--- config.mk ---
export PLATFORM = sky130hd
export DESIGN_NAME = apb_dcount_timer
export DESIGN_NICKNAME = d
export VERILOG_FILES = /design/src/rtl/dtimer_pkg.sv /design/src/rtl/dtimer_tick_gen.sv /design/src/rtl/dtimer_counter.sv /design/src/rtl/dtimer_regs.sv /design/src/rtl/apb_dcount_timer.sv
export SDC_FILE = /design/constraint.sdc
export NUM_CORES = 1
export LEC_CHECK = 0
export BUFFER_PORTS_ARGS = -buffer_cell sky130_fd_sc_hd__buf_2
export CORE_ASPECT_RATIO = 2
export CORE_MARGIN = 2
export CORE_UTILIZATION = 35
export DETAILED_ROUTE_END_ITERATION = 16
export PLACE_DENSITY_LB_ADDON = 0.15
export RECOVER_POWER = 50
export SYNTH_ARGS = -nofsm -noshare
export SYNTH_HDL_FRONTEND = slang
export SYNTH_HIERARCHICAL = 1
export SYNTH_SLANG_ARGS = --single-unit
--- constraint.sdc ---
create_clock -name pclk -period 6.55 [get_ports pclk]
set_input_delay 1.31 -clock pclk [delete_from_list [all_inputs] [get_ports pclk]]
set_output_delay 1.31 -clock pclk [all_outputs]
set_load 0.03 [all_outputs]
--- src/rtl/dtimer_pkg.sv ---
package dtimer_pkg;

  // Window is 4 KB, byte addressed
  localparam int unsigned WIN_ADDR_W = 12;

  localparam logic [WIN_ADDR_W-1:0] OFS_CTRL   = 12'h000;
  localparam logic [WIN_ADDR_W-1:0] OFS_COUNT  = 12'h004;
  localparam logic [WIN_ADDR_W-1:0] OFS_RELOAD = 12'h008;
  localparam logic [WIN_ADDR_W-1:0] OFS_FLAG   = 12'h00C;
  localparam logic [WIN_ADDR_W-1:0] OFS_IDENT  = 12'hFD0;

  localparam int unsigned IDENT_WORDS = 12;
  localparam int unsigned CTRL_W      = 4;

  // Bit 3 down to bit 0 of the control register
  typedef struct packed {
    logic irq_en;
    logic ext_tick;
    logic ext_gate;
    logic run;
  } ctrl_t;

  function automatic logic [7:0] ident_byte(input logic [3:0] idx);
    logic [7:0] b;
    case (idx)
      4'd0:    b = 8'h04;
      4'd4:    b = 8'h22;
      4'd5:    b = 8'hB8;
      4'd6:    b = 8'h1B;
      4'd8:    b = 8'h0D;
      4'd9:    b = 8'hF0;
      4'd10:   b = 8'h05;
      4'd11:   b = 8'hB1;
      default: b = 8'h00;
    endcase
    return b;
  endfunction

endpackage

--- src/rtl/dtimer_tick_gen.sv ---
module dtimer_tick_gen #(
  parameter int unsigned SYNC_STAGES = 2
) (
  input  logic clk,
  input  logic rst_n,
  input  logic ext_in,
  input  logic run,
  input  logic ext_gate,
  input  logic ext_tick,
  output logic tick
);

  localparam int unsigned LAST = SYNC_STAGES - 1;

  logic [SYNC_STAGES-1:0] sync_q;
  logic [SYNC_STAGES-1:0] sync_d;
  logic                   prev_q;
  logic                   prev_d;
  logic                   ext_lvl;
  logic                   ext_rise;
  logic                   gate_ok;
  logic                   step_ok;

  generate
    if (SYNC_STAGES == 1) begin : g_single
      assign sync_d = ext_in;
    end else begin : g_chain
      assign sync_d = {sync_q[LAST-1:0], ext_in};
    end
  endgenerate

  always_comb begin
    ext_lvl  = sync_q[LAST];
    prev_d   = ext_lvl;
    ext_rise = ext_lvl & ~prev_q;
    gate_ok  = ext_gate ? ext_lvl : 1'b1;
    step_ok  = ext_tick ? ext_rise : 1'b1;
    tick     = run & gate_ok & step_ok;
  end

  always_ff @(posedge clk or negedge rst_n) begin
    if (!rst_n) begin
      sync_q <= '0;
      prev_q <= 1'b0;
    end else begin
      sync_q <= sync_d;
      prev_q <= prev_d;
    end
  end

endmodule

--- src/rtl/dtimer_counter.sv ---
module dtimer_counter #(
  parameter int unsigned W = 32
) (
  input  logic         clk,
  input  logic         rst_n,
  input  logic         tick,
  input  logic         wr_count,
  input  logic         wr_reload,
  input  logic [W-1:0] wdata,
  output logic [W-1:0] count,
  output logic [W-1:0] reload,
  output logic         reach_zero
);

  localparam logic [W-1:0] ONE = {{(W-1){1'b0}}, 1'b1};

  logic [W-1:0] cnt_q, cnt_d;
  logic [W-1:0] rel_q, rel_d;
  logic         any_wr;

  always_comb begin
    cnt_d  = cnt_q;
    rel_d  = rel_q;
    any_wr = wr_count | wr_reload;
    if (wr_reload) begin
      rel_d = wdata;
      cnt_d = wdata;
    end else if (wr_count) begin
      cnt_d = wdata;
    end else if (tick) begin
      cnt_d = (cnt_q == '0) ? rel_q : cnt_q - ONE;
    end
    reach_zero = tick & ~any_wr & (cnt_q == ONE);
  end

  always_ff @(posedge clk or negedge rst_n) begin
    if (!rst_n) begin
      cnt_q <= '0;
      rel_q <= '0;
    end else begin
      cnt_q <= cnt_d;
      rel_q <= rel_d;
    end
  end

  assign count  = cnt_q;
  assign reload = rel_q;

endmodule

--- src/rtl/dtimer_regs.sv ---
module dtimer_regs
  import dtimer_pkg::*;
#(
  parameter int unsigned W = 32
) (
  input  logic                  clk,
  input  logic                  rst_n,
  input  logic                  psel,
  input  logic                  penable,
  input  logic                  pwrite,
  input  logic [WIN_ADDR_W-1:0] paddr,
  input  logic [CTRL_W-1:0]     ctl_wdata,
  input  logic [W-1:0]          count,
  input  logic [W-1:0]          reload,
  input  logic                  reach_zero,
  output logic [W-1:0]          prdata,
  output ctrl_t                 ctrl,
  output logic                  wr_count,
  output logic                  wr_reload,
  output logic                  flag
);

  localparam logic [5:0] IDENT_HI = OFS_IDENT[WIN_ADDR_W-1:6];
  localparam logic [3:0] IDENT_LO = OFS_IDENT[5:2];
  localparam logic [3:0] IDENT_TOP = IDENT_LO + 4'(IDENT_WORDS - 1);

  ctrl_t        ctrl_q, ctrl_d;
  logic         flag_q, flag_d;
  logic         wr_acc;
  logic         wr_ctrl;
  logic         wr_flag;
  logic         in_ident;
  logic [3:0]   ident_idx;
  logic [W-1:0] rdata;

  always_comb begin
    wr_acc    = psel & penable & pwrite;
    wr_ctrl   = wr_acc & (paddr == OFS_CTRL);
    wr_count  = wr_acc & (paddr == OFS_COUNT);
    wr_reload = wr_acc & (paddr == OFS_RELOAD);
    wr_flag   = wr_acc & (paddr == OFS_FLAG);

    ctrl_d = wr_ctrl ? ctrl_t'(ctl_wdata) : ctrl_q;

    // A set in the same cycle as a clear wins
    if (reach_zero && ctrl_q.irq_en)
      flag_d = 1'b1;
    else if (wr_flag && ctl_wdata[0])
      flag_d = 1'b0;
    else
      flag_d = flag_q;
  end

  always_comb begin
    in_ident  = (paddr[WIN_ADDR_W-1:6] == IDENT_HI) && (paddr[5:2] >= IDENT_LO)
                && (paddr[5:2] <= IDENT_TOP) && (paddr[1:0] == 2'b00);
    ident_idx = paddr[5:2] - IDENT_LO;
    rdata     = '0;
    if (paddr == OFS_CTRL)
      rdata[CTRL_W-1:0] = ctrl_q;
    else if (paddr == OFS_COUNT)
      rdata = count;
    else if (paddr == OFS_RELOAD)
      rdata = reload;
    else if (paddr == OFS_FLAG)
      rdata[0] = flag_q;
    else if (in_ident)
      rdata[7:0] = ident_byte(ident_idx);
    prdata = psel ? rdata : '0;
  end

  always_ff @(posedge clk or negedge rst_n) begin
    if (!rst_n) begin
      ctrl_q <= '0;
      flag_q <= 1'b0;
    end else begin
      ctrl_q <= ctrl_d;
      flag_q <= flag_d;
    end
  end

  assign ctrl = ctrl_q;
  assign flag = flag_q;

endmodule

--- src/rtl/apb_dcount_timer.sv ---
module apb_dcount_timer
  import dtimer_pkg::*;
#(
  parameter int unsigned DATA_W      = 32,
  parameter int unsigned SYNC_STAGES = 2
) (
  input  logic                  pclk,
  input  logic                  presetn,
  input  logic                  psel,
  input  logic                  penable,
  input  logic                  pwrite,
  input  logic [WIN_ADDR_W-1:0] paddr,
  input  logic [DATA_W-1:0]     pwdata,
  output logic [DATA_W-1:0]     prdata,
  output logic                  pready,
  output logic                  pslverr,
  input  logic                  ext_in,
  output logic                  irq_out
);

  ctrl_t             ctrl_q;
  logic              tick;
  logic              wr_count;
  logic              wr_reload;
  logic              reach_zero;
  logic [DATA_W-1:0] cnt_val;
  logic [DATA_W-1:0] rel_val;

  dtimer_tick_gen #(
    .SYNC_STAGES (SYNC_STAGES)
  ) i_tick (
    .clk      (pclk),
    .rst_n    (presetn),
    .ext_in   (ext_in),
    .run      (ctrl_q.run),
    .ext_gate (ctrl_q.ext_gate),
    .ext_tick (ctrl_q.ext_tick),
    .tick     (tick)
  );

  dtimer_counter #(
    .W (DATA_W)
  ) i_cnt (
    .clk        (pclk),
    .rst_n      (presetn),
    .tick       (tick),
    .wr_count   (wr_count),
    .wr_reload  (wr_reload),
    .wdata      (pwdata),
    .count      (cnt_val),
    .reload     (rel_val),
    .reach_zero (reach_zero)
  );

  dtimer_regs #(
    .W (DATA_W)
  ) i_regs (
    .clk        (pclk),
    .rst_n      (presetn),
    .psel       (psel),
    .penable    (penable),
    .pwrite     (pwrite),
    .paddr      (paddr),
    .ctl_wdata  (pwdata[CTRL_W-1:0]),
    .count      (cnt_val),
    .reload     (rel_val),
    .reach_zero (reach_zero),
    .prdata     (prdata),
    .ctrl       (ctrl_q),
    .wr_count   (wr_count),
    .wr_reload  (wr_reload),
    .flag       (irq_out)
  );

  assign pready  = 1'b1;
  assign pslverr = 1'b0;

endmodule

# == Yosys cells after proc, flatten, opt, wreduce, memory -nomap -nowiden ==
# Memories as Yosys holds them, arrays and structs flattened.
# Index checks and enable logic that the tools add are counted.
# word_totals
register_bits,72
latchBits,0
romBits,128
out_inout_bits,35
mem_bits_rw,0
n_memories,1
in_bits,50
# mem_list
memory,depth,word_bits,rd,rd_ports_with_merged_regs,write_ports,line,text
(name not given),16,8,1,0,0,dtimer_pkg.sv:25,case (idx)
# op_classes
bitwise_logic,14
n_addsub,2
div_mod_pow,0
n_shift,0
magnitude_cmp,2
mux,17
reduce_logical,10
n_eq_ne,5
mul,0
# op_table
cell,n
$mux 32,6
$eq 32x1->1 const B,1
$logic_not 32->1,1
$sub 32x1->32 const B,1
$mux 28,1
$eq 12x4->1 const B,2
$mux 24,1
$mux 8,2
$eq 12x3->1 const B,1
$logic_not 12->1,1
$and 1x1->1,11
$mux 7,1
$eq 6x6->1 const B,1
$logic_and 1x1->1,5
$mux 1,5
$ge 4x3->1 const B,1
$le 4x4->1 const B,1
$mux 4,1
$sub 4x3->4 const B,1
$reduce_bool 3->1,1
$logic_not 2->1,1
$not 1->1,2
$reduce_bool 2->1,1
$or 1x1->1,1

# == Depth between registers and ports, before layout ==
# Gate-level depths: netlist of the first run.
# logic_depth
word_depth,10
ltp_mapped,14

# == Hierarchy ==
# The synthesis of the first run kept the hierarchy.
# by_module_without_submodules
mod,cells_per_inst,area_each_um2,instances
dtimer_counter,355,3485.8,1
dtimer_regs,217,1253.7,1
dtimer_tick_gen,6,93.8,1
apb_dcount_timer,4,22.5,1

# == Worst setup path after synthesis of the first run ==
# Ideal clock, no wire load.
# synth_path
kind,input -> output
from,input paddr[4]
to,output prdata[2]
stages,7
path_slack_ns,2.185
t_arrival_ns,3.055
n_path_buf,1
path_cell_list,inv_1 > ha_1 > nand4b_1 > or4_1 > clkbuf_1 > o32a_1 > nor2_1
# synth_between
elab_chain_len,10
# synth_lines
item,line,text
from (decl),apb_dcount_timer.sv:12,"input logic [WIN_ADDR_W-1:0] paddr,"
"parallel branches: the longest is 8 deep, another holds $mem_v2 16x8",-,
$mux 4 (*),dtimer_regs.sv:59,if (paddr == OFS_CTRL)
$mux 32 (*),dtimer_regs.sv:69,prdata = psel ? rdata : '0;
to (decl),apb_dcount_timer.sv:14,"output logic [DATA_W-1:0] prdata,"
# Mark *: on every way between the ends.

# == Worst setup path after layout of the first run ==
# layout_path
from,input paddr[4]
to,output prdata[31]
# layout_between
elab_chain_len,5
# layout_lines
item,line,text
$eq 12x4->1,dtimer_regs.sv:63,else if (paddr == OFS_RELOAD)
$mux 24,dtimer_regs.sv:63,
$mux 32,dtimer_regs.sv:61,else if (paddr == OFS_COUNT)
$mux 28 (*),dtimer_regs.sv:59,
$mux 32 (*),dtimer_regs.sv:69,
# Every way passes the cells marked *; elsewhere a longest branch is shown, timed or not.

==> run metrics, run 1 <==
status complete, but fails checks; worst slew pin tran a little over 4000 ps; Final Hold Fails 0; slowest CP cell or3b_1; final setup fails 0; layout cell share with drive strength beyond 1 between 20% and 30%; simple logic cell fraction of the synthesized area 24.68%; crit-path max cell delay slightly above 900 ps; startpoint types input pin; total number of yosys warnings 6; Net Count, Synth about 640; xor/xnor cell area share of the yosys netlist just over 3%; Seq/Total Area, Yosys 37.10%; # DRC 0; wirelength, routed between 10,000 and 15,000 um; Hold Path Depth 0; Synth cell types slightly below 60; gpl congestion about 0.78; clock sink total 72; Syn Inst Count 582; effective utilization at floorplan a little over a third; mux share of post-synthesis cell area about 8.7%; ant diodes 0; Die Wd 87.29 um; Worst EP arrival between 3000 and 4000 ps; Port Buf Inserts a little over 80; vias about 4,600; die height around 170 um; IO Pins between 80 and 90; failing checks capacitance limit, slew limit; worst-path fanout max 24; Worst path top cell family by delay simple AND/OR/NAND/NOR gates; critical-path cell list buf_2 -> inv_1 -> ha_1 -> nand4b_1 -> clkbuf_1 -> or3b_1 -> nor2_1 -> buf_2; Clk Latency, worst-skew pair about 340 ps; commonest non-fill, non-tap cell in the layout nor2_1; Compound-Gate Fraction of Synth Area 18.86%; vias in the first global route between 4,000 and 5,000; Top FF cell, synth dfrtp_1; CTS Root Cell clkbuf_16; FMAX between 200 and 250 MHz; Placement Rows 60; critical path data required time roughly 5200 ps; clock skew about 7.2 ps; gr ovfl total 0; R2R depth 5; main combinational cell family by area after synthesis simple AND/OR/NAND/NOR gates; Post-DRT Antenna Nets 0; CP endpoint kind output pin; Avg Inst Size Synth between 8 and 9 sq um; post-CTS sizing 0; Setup CP Type input pin to output pin; clock slew seen by the registers of the worst setup and hold paths 60 ps; largest net degree at the start of global routing 73; setup TNS 0 ps; commonest cells after routing, fill and taps aside nor2_1 (81), buf_2 (79), a21oi_1 (72), dfrtp_1 (72), nand2_1 (51); H-tree depth 3; die area approximately 15,000 sq um; Post-Synth Adder-Cell Area 2.319%; Post-CTS Repair Setup Buffers 0; maxcap violations 1; R2R Path Start i_cnt/count[16]; Power per Cell Area 175.0 nW/um^2; worst setup path startpoint paddr[4]; crit path buf inv count 4; hold_buf cts 0; Post-synth EDFFs 0; placed wire-length estimate roughly 10,000 um; Tcrit/Tclk final roughly 76%; Max clock buf depth 2; Final Core Density about two fifths; min Tclk post-route between 4000 and 5000 ps; FILL cells ~1,400; first-pass detailed-route iteration total 4; HP Class register to register; min-delay src i_tick/sync_q[0]; Leak ~2.4 nW; synthesized area 4856 sq um; asr flop ratio synth 100.0%; RSZ-0062 raised after global routing no; initial DRC count 294; core area roughly 14,000 sq um; routed length per instance about 18 um; Top cell by count, worst path buf_2; cts bufs inserted 9; CTS tree yes; GRT Overall Usage between 20 and 25%; Max rail drop VDD around 0.13 mV; DR vias/cell roughly 5.7; Slew HR -173.3%; Area growth syn-to-layout 15.10%; first-pass GRT wire length around 24,000 um; Pins Over Slew Limit 73; WP depth 8; post-synthesis sequential element count 72; initial antenna violation count 0; nets around 700
[per-stage QoR]
step	std cells	instance area, sq um	hold slack (ps)	worst slack, ps	total power [mW]
2_1_floorplan	582	4856	331.2	2185	0.4901
6_report	799	5589	352.2	1569	0.9778
3_5_place_dp	783	5341	341.3	1842	0.5285
3_3_place_gp	783	5341	332.7	1914	0.5283
4_1_cts	799	5615	355.0	1827	0.9914
5_1_grt	799	5589	355.3	1005	1.012
[routing by layer]
layer	share of wire (%)	wire length [um]	global-route usage (%)
met4	1.9	273	7.425
met2	54	7896	36.86
met3	3.6	534	2.798
met1	41	6043	23.47
met5	0	0	0
[worst paths after layout]
path,end,slack [ps]
worst min register to register,i_tick/sync_q[1],350
min in group asynchronous,i_cnt/reload[17],2410
worst min-delay path,i_tick/sync_q[1],350
worst max-delay path,prdata[31],1570
max in group asynchronous,i_cnt/count[4],1810
worst max register to register,i_cnt/count[29],3620
[final cells by class]
| class | count | area, sq um | share of cell area (%) |
|---|---|---|---|
| clock buffer | 10 | 239.0 | 4.276 |
| clock inverter | 6 | 35.03 | 0.6268 |
| inverter | 16 | 60.06 | 1.075 |
| multi-input combinational | 450 | 2796 | 50.03 |
| sequential | 72 | 1802 | 32.24 |
| tap | 155 | 193.9 | 3.470 |
| timing repair buffer | 90 | 462.9 | 8.283 |
[power by group]
| part | leakage (nW) | internal [mW] | switching (mW) | total [mW] |
|---|---|---|---|---|
| sequential | 0.953 | 0.447 | 0.00238 | 0.450 |
| clock | 0.134 | 0.264 | 0.194 | 0.458 |
| combinational | 1.36 | 0.0232 | 0.0468 | 0.0700 |
[worst reg2reg max path: cells and delay by family (launching register included)]
| family | cells | cell delay (ps) |
|---|---|---|
| AOI/OAI and AO/OA | 2 | 560 |
| DFF | 1 | 440 |
| and+or+nand+nor | 3 | 1810 |
[kinds of logic after synthesis]
kind of cell | count (synthesis)
xor+xnor | 17
compound gates | 150
mux | 36
simple gates | 236
buf+inv | 60
fa+ha+maj | 9
other cells | 2
flops | 72
[synth_stat cells, types with 4 or more instances]
| library cell | n | share of area, % |
|---|---|---|
| nor3b_1 | 22 | 3.4 |
| dfrtp_1 | 72 | 37 |
| nand4_1 | 4 | 0.52 |
| mux2_4 | 4 | 1.2 |
| nand3_1 | 12 | 1.2 |
| buf_2 | 5 | 0.52 |
| nor4_1 | 10 | 1.3 |
| o21ai_1 | 5 | 0.52 |
| xnor2_1 | 14 | 2.5 |
| ha_1 | 9 | 2.3 |
| o21ai_0 | 23 | 2.4 |
| a21oi_1 | 72 | 7.4 |
| o211ai_1 | 7 | 1.1 |
| clkbuf_1 | 32 | 2.5 |
| mux2_2 | 32 | 7.4 |
| nor3_1 | 15 | 1.5 |
| o21a_1 | 4 | 0.62 |
| a221o_1 | 6 | 1.2 |
| nor2_1 | 81 | 6.3 |
| nand2_1 | 51 | 3.9 |
| o31ai_1 | 10 | 1.5 |
| inv_1 | 16 | 1.2 |
| or4_1 | 8 | 1.2 |
[flip-flops by register name, summed over array words and instances, names as in the netlist]
name	flops
i_cnt/reload	32
i_tick/sync_q	2
i_tick/prev_q	1
i_regs/flag	1
i_regs/ctrl	4
i_cnt/count	32
Note: power is estimated with default switching activity, not from simulation.
==> inputs of run 2 (changes only) <==
clock period = 4.25 ns   (was 6.55 ns; I/O delays follow)
==> run metrics, run 2 (synthesis results as in run 1) <==
CTS Root Cell clkbuf_16; Clk Latency, worst-skew pair 340 ps; Pins Over Slew Limit 73; status complete, but fails checks; Reg2Reg Setup Slack about 1300 ps; Power per Cell Area 275.9 nW/um^2; Final Hold Fails 0; routed length per instance 18.51 um; Logic pwr share under 10%; ant diodes 0; Slew HR -26.50%; sw frac about a quarter; final cell count without fillers ~800; H-tree depth 3; startpoint types input pin; failing checks capacitance limit, slew limit; wirelength, routed ~15,000 um; gr ovfl total 0; GRT Overall Usage between 20% and 30%; placed wire-length estimate 10,590 um; critical-path cell list buf_2 -> inv_1 -> ha_1 -> clkbuf_1 -> inv_1 -> nand3_1 -> o21ai_0 -> o221a_2 -> buf_2; crit path buf inv count 5; initial antenna violation count 0; Max rail drop VDD about 0.20 mV; gpl congestion between 0.8 and 0.9; Post-CTS Repair Setup Buffers 0; hold_buf cts 0; DR vias/cell about 5.7; Final Core Density a little over two fifths; FILL cells about 1,400; Placement Rows 60; sw power 379.7 uW; Seq pwr share 44.4%; first-pass detailed-route iteration total 4; largest net degree at the start of global routing 73; post-CTS sizing 0; Post-DRT Antenna Nets 0; setup TNS 0 ps; maxcap violations 1; clock skew roughly 7.6 ps; Port Buf Inserts 82; effective utilization at floorplan between 30% and 40%; Tcrit/Tclk final approximately 87%; Max clock buf depth 2; min Tclk post-route 3713 ps; CP endpoint kind output pin; cts bufs inserted 9; worst slew pin tran 1897 ps; min-delay src i_tick/sync_q[0]; worst setup path startpoint paddr[2]; pre-CTS setup slack approximately 600 ps; final setup fails 0; CTS tree yes; Clk pwr share approximately half; FMAX about 270 MHz; clock sink total 72; Setup CP Type input pin to output pin; hold slack 356.9 ps; slowest CP cell clkbuf_1; die height 170.6 um; worst-path fanout max 18; RSZ-0062 raised after global routing no; die area 14,890 sq um; core area roughly 14,000 sq um; setup slack after layout ~540 ps; Pint 1.183 mW; vias in the first global route 4,690; layout cell share with drive strength beyond 1 23.73%; HP Class register to register; placed cells around 800; Die Wd between 80 and 90 um; commonest cells after routing, fill and taps aside nor2_1 (81), buf_2 (80), a21oi_1 (72), dfrtp_1 (72), nand2_1 (51); Area growth syn-to-layout 16.59%; crit-path max cell delay 620 ps; nets 703; Worst path top cell family by delay buffers and inverters; commonest non-fill, non-tap cell in the layout nor2_1; # DRC 0; critical path data required time around 3400 ps; vias around 4,600; first-pass GRT wire length 23,910 um; Leak around 2.5 nW; initial DRC count about 250; Worst EP arrival between 2000 and 3000 ps; clock slew seen by the registers of the worst setup and hold paths roughly 60 ps; R2R Path Start i_cnt/count[16]; IO Pins 85
[run 2: changes by cell type in the layout (fill, tap and decap cells not counted)]
cell        before  now
nor4_2           2    1
mux2_4           1    2
bufinv_16        0    1
mux2_1           3    2
clkbuf_2         0    2
nor4_1           9   10
buf_12           0    1
clkinv_2         4    0
clkinv_4         0    2
clkinvlp_4       2    3
buf_2           79   80
buf_4            7   10
clkbuf_8         1    0
clkbuf_1         4    3
[run 2: worst paths after layout]
| check | end | cells after the start |
|---|---|---|
| setup reg to reg | i_cnt/count[29] | 5 |
| hold reg to reg | i_tick/sync_q[1] | 0 |
| setup / recovery | prdata[5] | 9 |
| max in group asynchronous | i_cnt/count[0] | 1 |
| hold / removal | i_tick/sync_q[1] | 0 |
| min in group asynchronous | i_cnt/count[12] | 1 |
[run 2: final cells by class]
class	instances	area (sq um)	area share (%)
clock buffer	10	229.0	4.044
clock inverter	6	70.07	1.238
inverter	16	60.06	1.061
multi-input combinational	450	2794	49.35
sequential	72	1802	31.82
tap	155	193.9	3.425
timing repair buffer	95	513.0	9.061
[run 2: worst register-to-register path, delay by kind of cell, from the launching register on]
kind	cells	cell delay (ps)
DFF	1	450
and+or+nand+nor	3	1790
AOI/OAI and AO/OA	2	570
[run 2: layer usage]
| layer | part of all wire (%) | GRT usage (%) |
|---|---|---|
| met1 | 40 | 23.47 |
| met2 | 54 | 37.58 |
| met3 | 3.9 | 3.329 |
| met4 | 2.7 | 8.294 |
| met5 | 0 | 0 |
[run 2: per-stage QoR]
step	area, sq um	total power [mW]
after global placement	5391	0.8152
after CTS	5690	1.586
after detailed placement	5391	0.8159
after global routing	5662	1.623
final	5662	1.562
after floorplan	4856	0.7553
[run 2: power groups by stage]
stage | registers [mW] | clock network, mW | logic, mW
global placement | 0.705 | 0 | 0.110
floorplan | 0.704 | 0 | 0.0509
CTS | 0.693 | 0.783 | 0.111
detailed placement | 0.706 | 0 | 0.110
finish | 0.693 | 0.760 | 0.109
global route | 0.693 | 0.808 | 0.122
==> inputs of run 3 (changes only) <==
clock period = 3.52 ns   (was 4.25 ns; I/O delays follow)
==> run metrics, run 3 (synthesis results as in run 1) <==
Hold Path Depth 0; Post-CTS Repair Setup Buffers 0; IO Pins 85; hold_buf cts 0; final setup fails 0; initial antenna violation count 0; clock slew seen by the registers of the worst setup and hold paths about 60 ps; first-pass detailed-route iteration total 4; vias in the first global route between 4,000 and 5,000; Pins Over Slew Limit 73; reg2reg end i_cnt/count[29]; R2R Path Start i_cnt/count[9]; clock skew slightly above 7 ps; Max rail drop VDD 0.2338 mV; commonest cells after routing, fill and taps aside nor2_1 (81), buf_2 (79), a21oi_1 (72), dfrtp_1 (72), nand2_1 (51); Clk Latency, worst-skew pair between 300 and 400 ps; hold slack between 300 and 400 ps; register area roughly 1800 sq um; HP Class register to register; FMAX 307.1 MHz; wirelength, routed 14,810 um; critical path data required time 2820 ps; Post-DRT Antenna Nets 0; clock sink total between 70 and 80; Tcrit/Tclk final just over 90%; CTS Root Cell clkbuf_16; min-delay src i_tick/sync_q[0]; routed length per instance ~18 um; Setup CP Type input pin to output pin; cts bufs inserted 9; Die Wd 87.29 um; gpl congestion slightly above 0.8; CTS tree yes; RSZ-0062 raised after global routing no; Leak approximately 2.5 nW; Total Power 1.969 mW; layout cell share with drive strength beyond 1 roughly a quarter; failing checks capacitance limit, slew limit; Slew HR -28.43%; Final Core Density between 40% and 50%; FILL cells ~1,400; die area approximately 15,000 sq um; effective utilization at floorplan about 36%; worst-path fanout max 8; nets a little over 700; Port Buf Inserts approximately 80; first-pass GRT wire length about 24,000 um; initial DRC count ~260; startpoint types input pin; Max clock buf depth 2; largest net degree at the start of global routing between 70 and 80; ant diodes 0; gr ovfl total 0; Area growth syn-to-layout 18.58%; commonest non-fill, non-tap cell in the layout nor2_1; vias 4,634; final cell count without fillers slightly above 800; multi-input logic area ~2800 sq um; Power per Cell Area between 300 and 400 nW/um^2; worst slew pin tran roughly 1900 ps; # DRC 0; post-CTS sizing 0; maxcap violations 1; DR vias/cell ~5.7; Final Hold Fails 0; Reg2Reg Setup Slack about 800 ps; placed cells 795; min Tclk post-route between 3000 and 4000 ps; Worst EP arrival around 2600 ps; status complete, but fails checks; R2R depth 5; GRT Overall Usage roughly 21%; die height around 170 um; Placement Rows 60; worst hold endpoint i_tick/sync_q[1]; CP endpoint kind output pin; placed wire-length estimate between 10,000 and 15,000 um; core area about 14,000 sq um; H-tree depth 3; setup TNS 0 ps
-- run 3: changes by cell type in the layout (fill, tap and decap cells not counted), sizes merged --
| cell | change |
|---|---|
| buf | +7 |
| clkinv | -1 |
| clkbuf | +1 |
| bufinv | +1 |
| clkinvlp | -1 |
-- run 3: worst max-delay path, stage by stage --
cell and delay [ps]:
buf_2 90, inv_1 70, ha_1 200, nand4b_1 150, or4_1 640, o32ai_1 310
and3_1 190, buf_2 190
-- run 3: through the flow --
step	cell area, sq um	worst slack, ps
floorplan	4856	366.6
global placement	5456	293.5
global route	5758	138.1
CTS	5779	241.3
finish	5758	264.0
detailed placement	5456	250.7
-- run 3: routing by layer --
layer  part of all wire [%]  track usage (%)  up-vias
met4                    1.6            6.756        0
met2                     54            37.98      127
met5                      0                0        -
met3                    3.6            3.329       16
met1                     41            23.73     2266
li1                       -                -     2225
-- run 3: worst max path at each step --
stage / startpoint / end / slack, ps
after global routing: paddr[2] / prdata[31] / 140
after CTS: paddr[4] / prdata[1] / 240
after floorplan: paddr[4] / prdata[2] / 370
final: paddr[4] / prdata[1] / 260
after detailed placement: paddr[4] / prdata[1] / 250
after global placement: paddr[4] / prdata[2] / 290
-- run 3: final cells by class --
type	count	area share [%]
Clock buffer	11	4.216
Clock inverter	5	1.391
Inverter	16	1.043
Multi-Input combinational cell	450	48.63
Sequential cell	72	31.29
Tap cell	155	3.368
Timing Repair Buffer	102	10.06
-- run 3: where the power goes --
part / switching, mW / internal [mW] / total, mW
Combinational: 0.0876 / 0.0451 / 0.133
Clock: 0.360 / 0.639 / 0.999
Sequential: 0.00474 / 0.832 / 0.837
